===== src/rtl/uart_modem_pkg.sv =====
package uart_modem_pkg;
  // control register layout, bit 0 upward: dtr, rts, op1, op2, loop
  typedef struct packed {
    logic loop;
    logic op2;
    logic op1;
    logic rts;
    logic dtr;
  } mctrl_t;

  localparam int CTRL_W = 5;
  localparam int LINES  = 4;
  localparam int REG_W  = 8;

  // line order inside a status nibble
  localparam int L_CTS = 0;
  localparam int L_DSR = 1;
  localparam int L_RI  = 2;
  localparam int L_CD  = 3;

  // lines whose change bit is set on either edge (RI uses the trailing edge only)
  localparam logic [LINES-1:0] BOTH_EDGE = 4'b1011;
  localparam logic [LINES-1:0] FALL_EDGE = 4'b0100;
endpackage


===== src/rtl/modem_ctrl_reg.sv =====
module modem_ctrl_reg
  import uart_modem_pkg::*;
(
  input  logic              clk,
  input  logic              rst_n,
  input  logic              load,
  input  logic [CTRL_W-1:0] din,
  output mctrl_t            ctrl
);
  always_ff @(posedge clk or negedge rst_n) begin
    if (!rst_n) ctrl <= '0;
    else if (load) ctrl <= mctrl_t'(din);
  end
endmodule


===== src/rtl/modem_sync.sv =====
module modem_sync #(
  parameter int W      = 4,
  parameter int STAGES = 2
) (
  input  logic         clk,
  input  logic         rst_n,
  input  logic [W-1:0] d,
  output logic [W-1:0] q
);
  logic [W-1:0] stage [STAGES];

  always_ff @(posedge clk or negedge rst_n) begin
    if (!rst_n) stage[0] <= '0;
    else stage[0] <= d;
  end

  for (genvar s = 1; s < STAGES; s++) begin : g_chain
    always_ff @(posedge clk or negedge rst_n) begin
      if (!rst_n) stage[s] <= '0;
      else stage[s] <= stage[s-1];
    end
  end

  assign q = stage[STAGES-1];
endmodule


===== src/rtl/modem_status.sv =====
module modem_status
  import uart_modem_pkg::*;
(
  input  logic             clk,
  input  logic             rst_n,
  input  logic [LINES-1:0] src,
  input  logic             clr,
  output logic [LINES-1:0] cur,
  output logic [LINES-1:0] dlt
);
  logic [LINES-1:0] chg;

  always_comb chg = ((src ^ cur) & BOTH_EDGE) | (cur & ~src & FALL_EDGE);

  always_ff @(posedge clk or negedge rst_n) begin
    if (!rst_n) begin
      cur <= '0;
      dlt <= '0;
    end else begin
      cur <= src;
      dlt <= (clr ? '0 : dlt) | chg;   // a change on the clearing edge survives
    end
  end
endmodule


===== src/rtl/loop_steer.sv =====
module loop_steer
  import uart_modem_pkg::*;
(
  input  mctrl_t ctrl,
  input  logic   tx_bit,
  input  logic   rx_pin,
  output logic   tx_pin,
  output logic   rx_bit,
  output logic   rts_n,
  output logic   dtr_n,
  output logic   out1_n,
  output logic   out2_n
);
  always_comb begin
    if (ctrl.loop) begin
      tx_pin = 1'b1;
      rx_bit = tx_bit;
      rts_n  = 1'b1;
      dtr_n  = 1'b1;
      out1_n = 1'b1;
      out2_n = 1'b1;
    end else begin
      tx_pin = tx_bit;
      rx_bit = rx_pin;
      rts_n  = ~ctrl.rts;
      dtr_n  = ~ctrl.dtr;
      out1_n = ~ctrl.op1;
      out2_n = ~ctrl.op2;
    end
  end
endmodule


===== src/rtl/uart_modem_loop.sv =====
module uart_modem_loop
  import uart_modem_pkg::*;
#(
  parameter int SYNC_STAGES = 2
) (
  input  logic              clk,
  input  logic              rst_n,
  input  logic              reg_addr,
  input  logic              wr_en,
  input  logic [CTRL_W-1:0] wr_data,
  input  logic              rd_en,
  output logic [REG_W-1:0]  rd_data,
  input  logic              tx_bit,
  output logic              rx_bit,
  output logic              tx_pin,
  input  logic              rx_pin,
  output logic              rts_n,
  output logic              dtr_n,
  output logic              out1_n,
  output logic              out2_n,
  input  logic              cts_n,
  input  logic              dsr_n,
  input  logic              ri_n,
  input  logic              dcd_n,
  output logic              flow_cts
);
  localparam int PAD_W = REG_W - CTRL_W;

  mctrl_t           ctrl_q;
  logic [LINES-1:0] pin_act, pin_sync, wrap, src, cur, dlt;
  logic             loop_on, msr_clr;

  modem_ctrl_reg i_ctrl (
    .clk(clk), .rst_n(rst_n), .load(wr_en & ~reg_addr), .din(wr_data), .ctrl(ctrl_q)
  );

  always_comb begin
    pin_act[L_CTS] = ~cts_n;
    pin_act[L_DSR] = ~dsr_n;
    pin_act[L_RI]  = ~ri_n;
    pin_act[L_CD]  = ~dcd_n;
    wrap[L_CTS]    = ctrl_q.rts;
    wrap[L_DSR]    = ctrl_q.dtr;
    wrap[L_RI]     = ctrl_q.op1;
    wrap[L_CD]     = ctrl_q.op2;
  end

  modem_sync #(.W(LINES), .STAGES(SYNC_STAGES)) i_sync (
    .clk(clk), .rst_n(rst_n), .d(pin_act), .q(pin_sync)
  );

  assign loop_on = ctrl_q.loop;
  assign src     = loop_on ? wrap : pin_sync;
  assign msr_clr = rd_en & reg_addr;

  modem_status i_stat (
    .clk(clk), .rst_n(rst_n), .src(src), .clr(msr_clr), .cur(cur), .dlt(dlt)
  );

  loop_steer i_steer (
    .ctrl(ctrl_q), .tx_bit(tx_bit), .rx_pin(rx_pin), .tx_pin(tx_pin), .rx_bit(rx_bit),
    .rts_n(rts_n), .dtr_n(dtr_n), .out1_n(out1_n), .out2_n(out2_n)
  );

  assign rd_data  = reg_addr ? {cur, dlt} : {{PAD_W{1'b0}}, ctrl_q};
  assign flow_cts = cur[L_CTS];
endmodule


===== config.mk =====
export PLATFORM = sky130hd
export DESIGN_NAME = uart_modem_loop
export DESIGN_NICKNAME = d
export VERILOG_FILES = /design/src/rtl/uart_modem_pkg.sv /design/src/rtl/modem_ctrl_reg.sv /design/src/rtl/modem_sync.sv /design/src/rtl/modem_status.sv /design/src/rtl/loop_steer.sv /design/src/rtl/uart_modem_loop.sv
export SDC_FILE = /design/constraint.sdc
export NUM_CORES = 1
export LEC_CHECK = 0
export ABC_CLOCK_PERIOD_IN_PS = 2000
export BUFFER_PORTS_ARGS = -buffer_cell sky130_fd_sc_hd__buf_2
export CORE_MARGIN = 5
export CORE_UTILIZATION = 50
export DETAILED_ROUTE_END_ITERATION = 10
export PLACE_DENSITY = 0.83
export SLEW_MARGIN = 10
export SYNTH_ARGS = -nofsm -noshare
export SYNTH_HDL_FRONTEND = slang
export SYNTH_SLANG_ARGS = --single-unit

===== constraint.sdc =====
create_clock -name clk -period 2 [get_ports clk]
set_clock_uncertainty 0.15 [all_clocks]
set_input_delay 0.4 -clock clk [delete_from_list [all_inputs] [get_ports clk]]
set_output_delay 0.4 -clock clk [all_outputs]
set_load 0.02 [all_outputs]

==> metrics.yaml, run 1 <==
yosys:
  synth-edff-count: 0
  synthFlopType: "dfrtp_1"
  yosysSeqAreaShare_pct: 61.2
  yosys_register_bits: 21
  ys_async_sr_fraction_pct: 100
  synth_fp_nets: 80
  syn_area_um2: 858
  yosysMostFrequentCell: "dfrtp_1"
  synth_cells: 64
  syn_avg_cell_area_um2: 13.4
  post-synth-top-area-fraction_pct: 61.2
  yosysTopAreaCell: "dfrtp_1"
  yosys_warnings: 0
  yosys.cell_types.count: 13
  synth.area.top_cells: "dfrtp_1, mux2_2, nand2_1"
  synth_commonest_cells: "dfrtp_1, mux2_2, nand2_1"
sta:
  min_period_ns: 1.85
  grt_setup_unrepaired: "false"
  setup_viol: 0
  min_period_over_period_pct: 92.3
  final.setup.tns_ns: 0
  finalMaxSlewViolations: 0
  hold_violations: 0
  slew_headroom_pct: 70.3
  worst_pin_slew_ns: 0.446
  worst_slack_ns: 0.155
  fmax_mhz: 542
setup_path:
  path_cells: "mux2_2 > buf_2"
  path_class: "flip-flop to primary output"
  end_kind: "primary output"
  worstPathArrival_ns: 1.30
  cp_slowest_cell: "dfrtp_1"
  crit_fanout: 8
  worstPathRequired_ns: 1.45
  cpPeakStageDelay_ns: 0.49
  worstSetupStartpointType: "flip-flop"
clock_network:
  cts_sinks: 21
  insertion_delay_ns: 0.30
  ctsResizeCount: 0
  cts_buffer_depth: 2
  cts_tree: "built"
  numCtsBuffers: 3
  clkTransAtPathRegs_ns: 0.11
  cts_max_level: 1
  clockRootBuffer: "clkbuf_4"
outcome:
  status: "finished clean"
final_layout:
  layout.nets: 115
  antenna_cells: 0
  fillers: 145
  synthToLayoutAreaGrowth_pct: 23.3
  stdcell_area_um2: 1060
  drive_above_1_share_pct: 53.1
floorplanning:
  die_h_um: 51.4
  io_pins: 31
  rows: 15
  die_area_um2: 2650
  floorplan.initialDensity_pct: 51.4
  die_w_um: 51.4
  core_area_um2: 1670
power:
  switching_share_pct: 30.8
  power.internal_w: 0.000686
  leakagePower_nw: 0.528
  seq_power_share_pct: 52.5
  power_density_nw_per_um2: 937
  power.switching_w: 0.000306
  worst_ir_drop_vdd_mv: 0.562
  combPwrFrac_pct: 27.6
  p_clk_share_pct: 19.9
  total_power_w: 0.000992
grt:
  grt_pass1_wl_mm: 2.50
  gr-usage-all-layers_pct: 13.2
  overflow: 0
  antenna_found_initial: 0
  grt_pass1_vias: 570
  grt_max_degree: 22
flow_run:
  cap_violations: 0
routing:
  ant_nets: 0
  drc_errors: 0
  vias: 563
  drtIter0Drc: 6
  routed_wl_mm: 1.51
  viasPerCell: 4.90
  post_drt_wl_per_cell_um: 13.1
  drt_pass1_iterations: 2
place:
  placed_cell_area_um2: 1020
  place.gp.congestion: 0.716
  io_buffers: 30
  pre_cts_slack_ns: 0.308
  hpwlAfterDp_mm: 1.18
min_path:
  hp-class: "input port to flip-flop"
[cells in the final DEF, fill, tap and decap left out]
cell	Yosys	final
and2_1	3	3
o21ai_1	1	1
dlygate4sd3_1	0	1
clkinv_2	0	1
buf_2	1	30
clkbuf_4	0	3
mux2_2	14	14
dfrtp_1	21	21
nand2b_1	4	4
or2_2	1	1
xnor2_1	3	3
buf_4	0	1
nand2_1	8	8
mux2_4	1	1
inv_1	5	5
nor2b_4	1	1
[worst paths after layout]
path                            startpoint              end  slack [ns]  depth (start not counted)
setup / recovery            i_ctrl.ctrl[4]           rx_bit        0.15                          2
hold / removal                       cts_n  i_sync.stage[4]        0.07                          2
setup reg to reg            i_ctrl.ctrl[4]    i_stat.dlt[3]        0.49                          4
hold reg to reg            i_sync.stage[7]      i_sync.q[3]        0.21                          0
max in group asynchronous            rst_n    i_stat.cur[2]        0.98                          2
min in group asynchronous            rst_n  i_sync.stage[4]        0.42                          2
[cell type report]
cell class,count,area (um^2),area share [%]
Inverter,5,18.8,1.77
Sequential cell,21,526,49.6
Clock buffer,3,22.5,2.13
Timing Repair Buffer,32,168,15.8
Multi-Input combinational cell,36,298,28.1
Clock inverter,1,5.00,0.473
Tap cell,17,21.3,2.01
[registers in the layout, summed over array words and instances, names as in the netlist]
signal / cells
i_ctrl.ctrl: 5
i_stat.cur: 4
i_stat.dlt: 4
i_sync.q: 4
i_sync.stage: 4
[per-stage QoR]
step                      hold WS [ns]  std cells  utilization [%]
after floorplan                -0.0456         64                -
after global placement           0.181        110             61.1
after detailed placement         0.189        110             61.1
after CTS                       0.0609        115             63.4
after global routing            0.0550        115             63.4
final                           0.0717        115             63.4
[power groups by stage]
stage          clock network [W]  registers, W  logic [W]
2_1_floorplan                  0      0.000521   0.000193
3_3_place_gp                   0      0.000527   0.000267
3_5_place_dp                   0      0.000531   0.000276
4_1_cts                 0.000205      0.000522   0.000278
5_1_grt                 0.000227      0.000529   0.000297
6_report                0.000197      0.000521   0.000273
[logic make-up (layout without fill, tap and decap cells)]
group	after synthesis	count (layout)	synth area share, %
flops	21	21	61.2
mux	15	15	20.1
xor+xnor	3	3	3.06
simple gates	17	17	10.9
buf+inv	7	41	4.08
compound gates	1	1	0.583
[routing by layer]
metal | share of wire, % | track usage, % | routed length, um | up-vias
li1 | - | - | - | 275
met1 | 38 | 14.8 | 571 | 271
met2 | 56 | 22.5 | 838 | 15
met3 | 5.8 | 2.92 | 88 | 2
met4 | 0.60 | 8.30 | 9 | 0
met5 | 0 | 0 | 0 | -
[timing repair]
item / 4_1_cts / 5_1_grt
endpoints found under the hold margin: 21 / 0
hold buffers: 1 / 0
setup buffers: 0 / 0
[worst max-delay path: cells and delay by family, from the launching register on]
family	cells	cell delay [ns]
multiplexers	1	0.36
buffers and inverters	1	0.16
flip-flops	1	0.49
No activity file was read; power rests on OpenSTA's default activity.
==> run 2, diff against run 1 <==
PLACE_DENSITY = 0.8   (was 0.83)
==> run 2 against run 1 <==
  * Clock-buffer cell count did not move
  * Clock power barely moved
  * Sequential share of layout area did not move
  * Largest power group unchanged
  * Register-to-register slack improved by 0.05 ns
  * Sequential power barely moved
  * Non-clock buffer count did not move
  * Global-route usage fell by 0.20 points
  * Maximum frequency fell by 1.5%
  * First-iteration DRC count fell by 67%
  * Setup slack got worse by 0.028 ns
  * Routed wire length fell by 3.7%
==> metrics.yaml, run 2 (synthesis results as in run 1) <==
clock_network:
  cts_buffer_depth: 2
  post_cts_buffers: 0
  clockRootBuffer: "clkbuf_4"
  cts_sinks: 21
  ctsResizeCount: 0
  cts_max_level: 1
  insertion_delay_ns: 0.30
  numCtsBuffers: 3
  clkTransAtPathRegs_ns: 0.11
  cts_tree: "built"
routing:
  post_drt_wl_per_cell_um: 12.6
  vias: 551
  viasPerCell: 4.79
  drc_errors: 0
  ant_nets: 0
  routed_wl_mm: 1.45
  drtIter0Drc: 2
  drt_pass1_iterations: 2
sta:
  fmax_mhz: 534
  finalMaxSlewViolations: 0
  slew_headroom_pct: 70.3
  min_period_over_period_pct: 93.6
  worst_pin_slew_ns: 0.445
  setup_viol: 0
  min_period_ns: 1.87
  grt_setup_unrepaired: "false"
  hold_violations: 0
  final.setup.tns_ns: 0
grt:
  grt_max_degree: 22
  gr-usage-all-layers_pct: 13.0
  grt_pass1_vias: 597
  overflow: 0
  antenna_found_initial: 0
  grt_pass1_wl_mm: 2.46
final_layout:
  drive_above_1_share_pct: 53.1
  fin_util_pct: 63.4
  stdcell_area_um2: 1060
  layout.nets: 115
  max_flop_register: "i_ctrl.ctrl"
  synthToLayoutAreaGrowth_pct: 23.3
  largest_reg_flops: 5
  antenna_cells: 0
  layout_common_cells: "buf_2, dfrtp_1, mux2_2"
  mostFrequentLayoutCell: "buf_2"
floorplanning:
  die_w_um: 51.4
  die_h_um: 51.4
  floorplan.initialDensity_pct: 51.4
  rows: 15
  io_pins: 31
  die_area_um2: 2650
  core_area_um2: 1670
min_path:
  hp-class: "input port to flip-flop"
power:
  power.switching_w: 0.000299
  leakagePower_nw: 0.528
  seq_power_share_pct: 52.9
  power_density_nw_per_um2: 930
  combPwrFrac_pct: 27.2
  switching_share_pct: 30.4
  power.internal_w: 0.000686
  worst_ir_drop_vdd_mv: 0.567
  p_clk_share_pct: 19.9
setup_path:
  worstPathArrival_ns: 1.32
  crit_fanout: 8
  worstPathRequired_ns: 1.45
  worstSetupStartpointType: "flip-flop"
  end_kind: "primary output"
  path_class: "flip-flop to primary output"
outcome:
  status: "finished clean"
flow_run:
  cap_violations: 0
place:
  placed_cell_area_um2: 1020
  hpwlAfterDp_mm: 1.09
  io_buffers: 30
  place.gp.congestion: 0.713
-- run 2: cell counts in the layout (fill, tap and decap cells not counted) --
No cell type changed its count.
-- run 2: repair_timing --
| action | 4_1_cts | 5_1_grt |
|---|---|---|
| endpoints found under the hold margin | 21 | 0 |
| hold buffers | 1 | 0 |
| endpoints found under the setup margin | 0 | 0 |
-- run 2: final timing paths --
check                           startpoint         endpoint  slack [ns]  cells after the start
max                         i_ctrl.ctrl[4]           rx_bit        0.13                      2
min                                  cts_n  i_sync.stage[4]        0.07                      2
max reg2reg                 i_ctrl.ctrl[4]    i_stat.dlt[1]        0.54                      4
min reg2reg                i_sync.stage[6]      i_sync.q[2]        0.21                      0
max in group asynchronous            rst_n  i_sync.stage[7]        0.97                      2
min in group asynchronous            rst_n    i_stat.cur[0]        0.42                      2
-- run 2: metal layers --
layer,global-route usage [%],vias to the layer above,share of wire [%]
met1,12.8,263,38
met2,23.7,16,54
met4,7.86,0,1.4
li1,-,270,-
met5,0,-,0
met3,3.50,2,5.9
-- run 2: worst max-delay path, cell delays in order, from the launching register on --
cell	delay (ns)
dfrtp_1	0.51
mux2_2	0.36
buf_2	0.16
-- run 2: area by class of cell --
cell class | count | area, um^2
clock buffers | 3 | 22.5
clock inverters | 1 | 5.00
flip-flops and latches | 21 | 526
repair buffers | 32 | 168
well taps | 17 | 21.3
fillers | 137 | 612
multi-input cells | 36 | 298
inverters | 5 | 18.8
-- run 2: power groups by stage --
stage	Combinational [W]	Clock [W]	Sequential [W]
finish	0.000268	0.000195	0.000521
global route	0.000292	0.000229	0.000531
CTS	0.000274	0.000209	0.000522
detailed placement	0.000272	0	0.000531
global placement	0.000266	0	0.000528
floorplan	0.000193	0	0.000521
-- run 2: metrics by stage --
step	instances	worst slack (ns)	hold WS, ns	power [W]
after CTS	115	0.111	0.0595	0.00100
final	115	0.127	0.0715	0.000985
after global routing	115	0.0423	0.0586	0.00105
after floorplan	64	0.461	-0.0456	0.000714
after detailed placement	110	0.304	0.185	0.000804
after global placement	110	0.325	0.183	0.000795
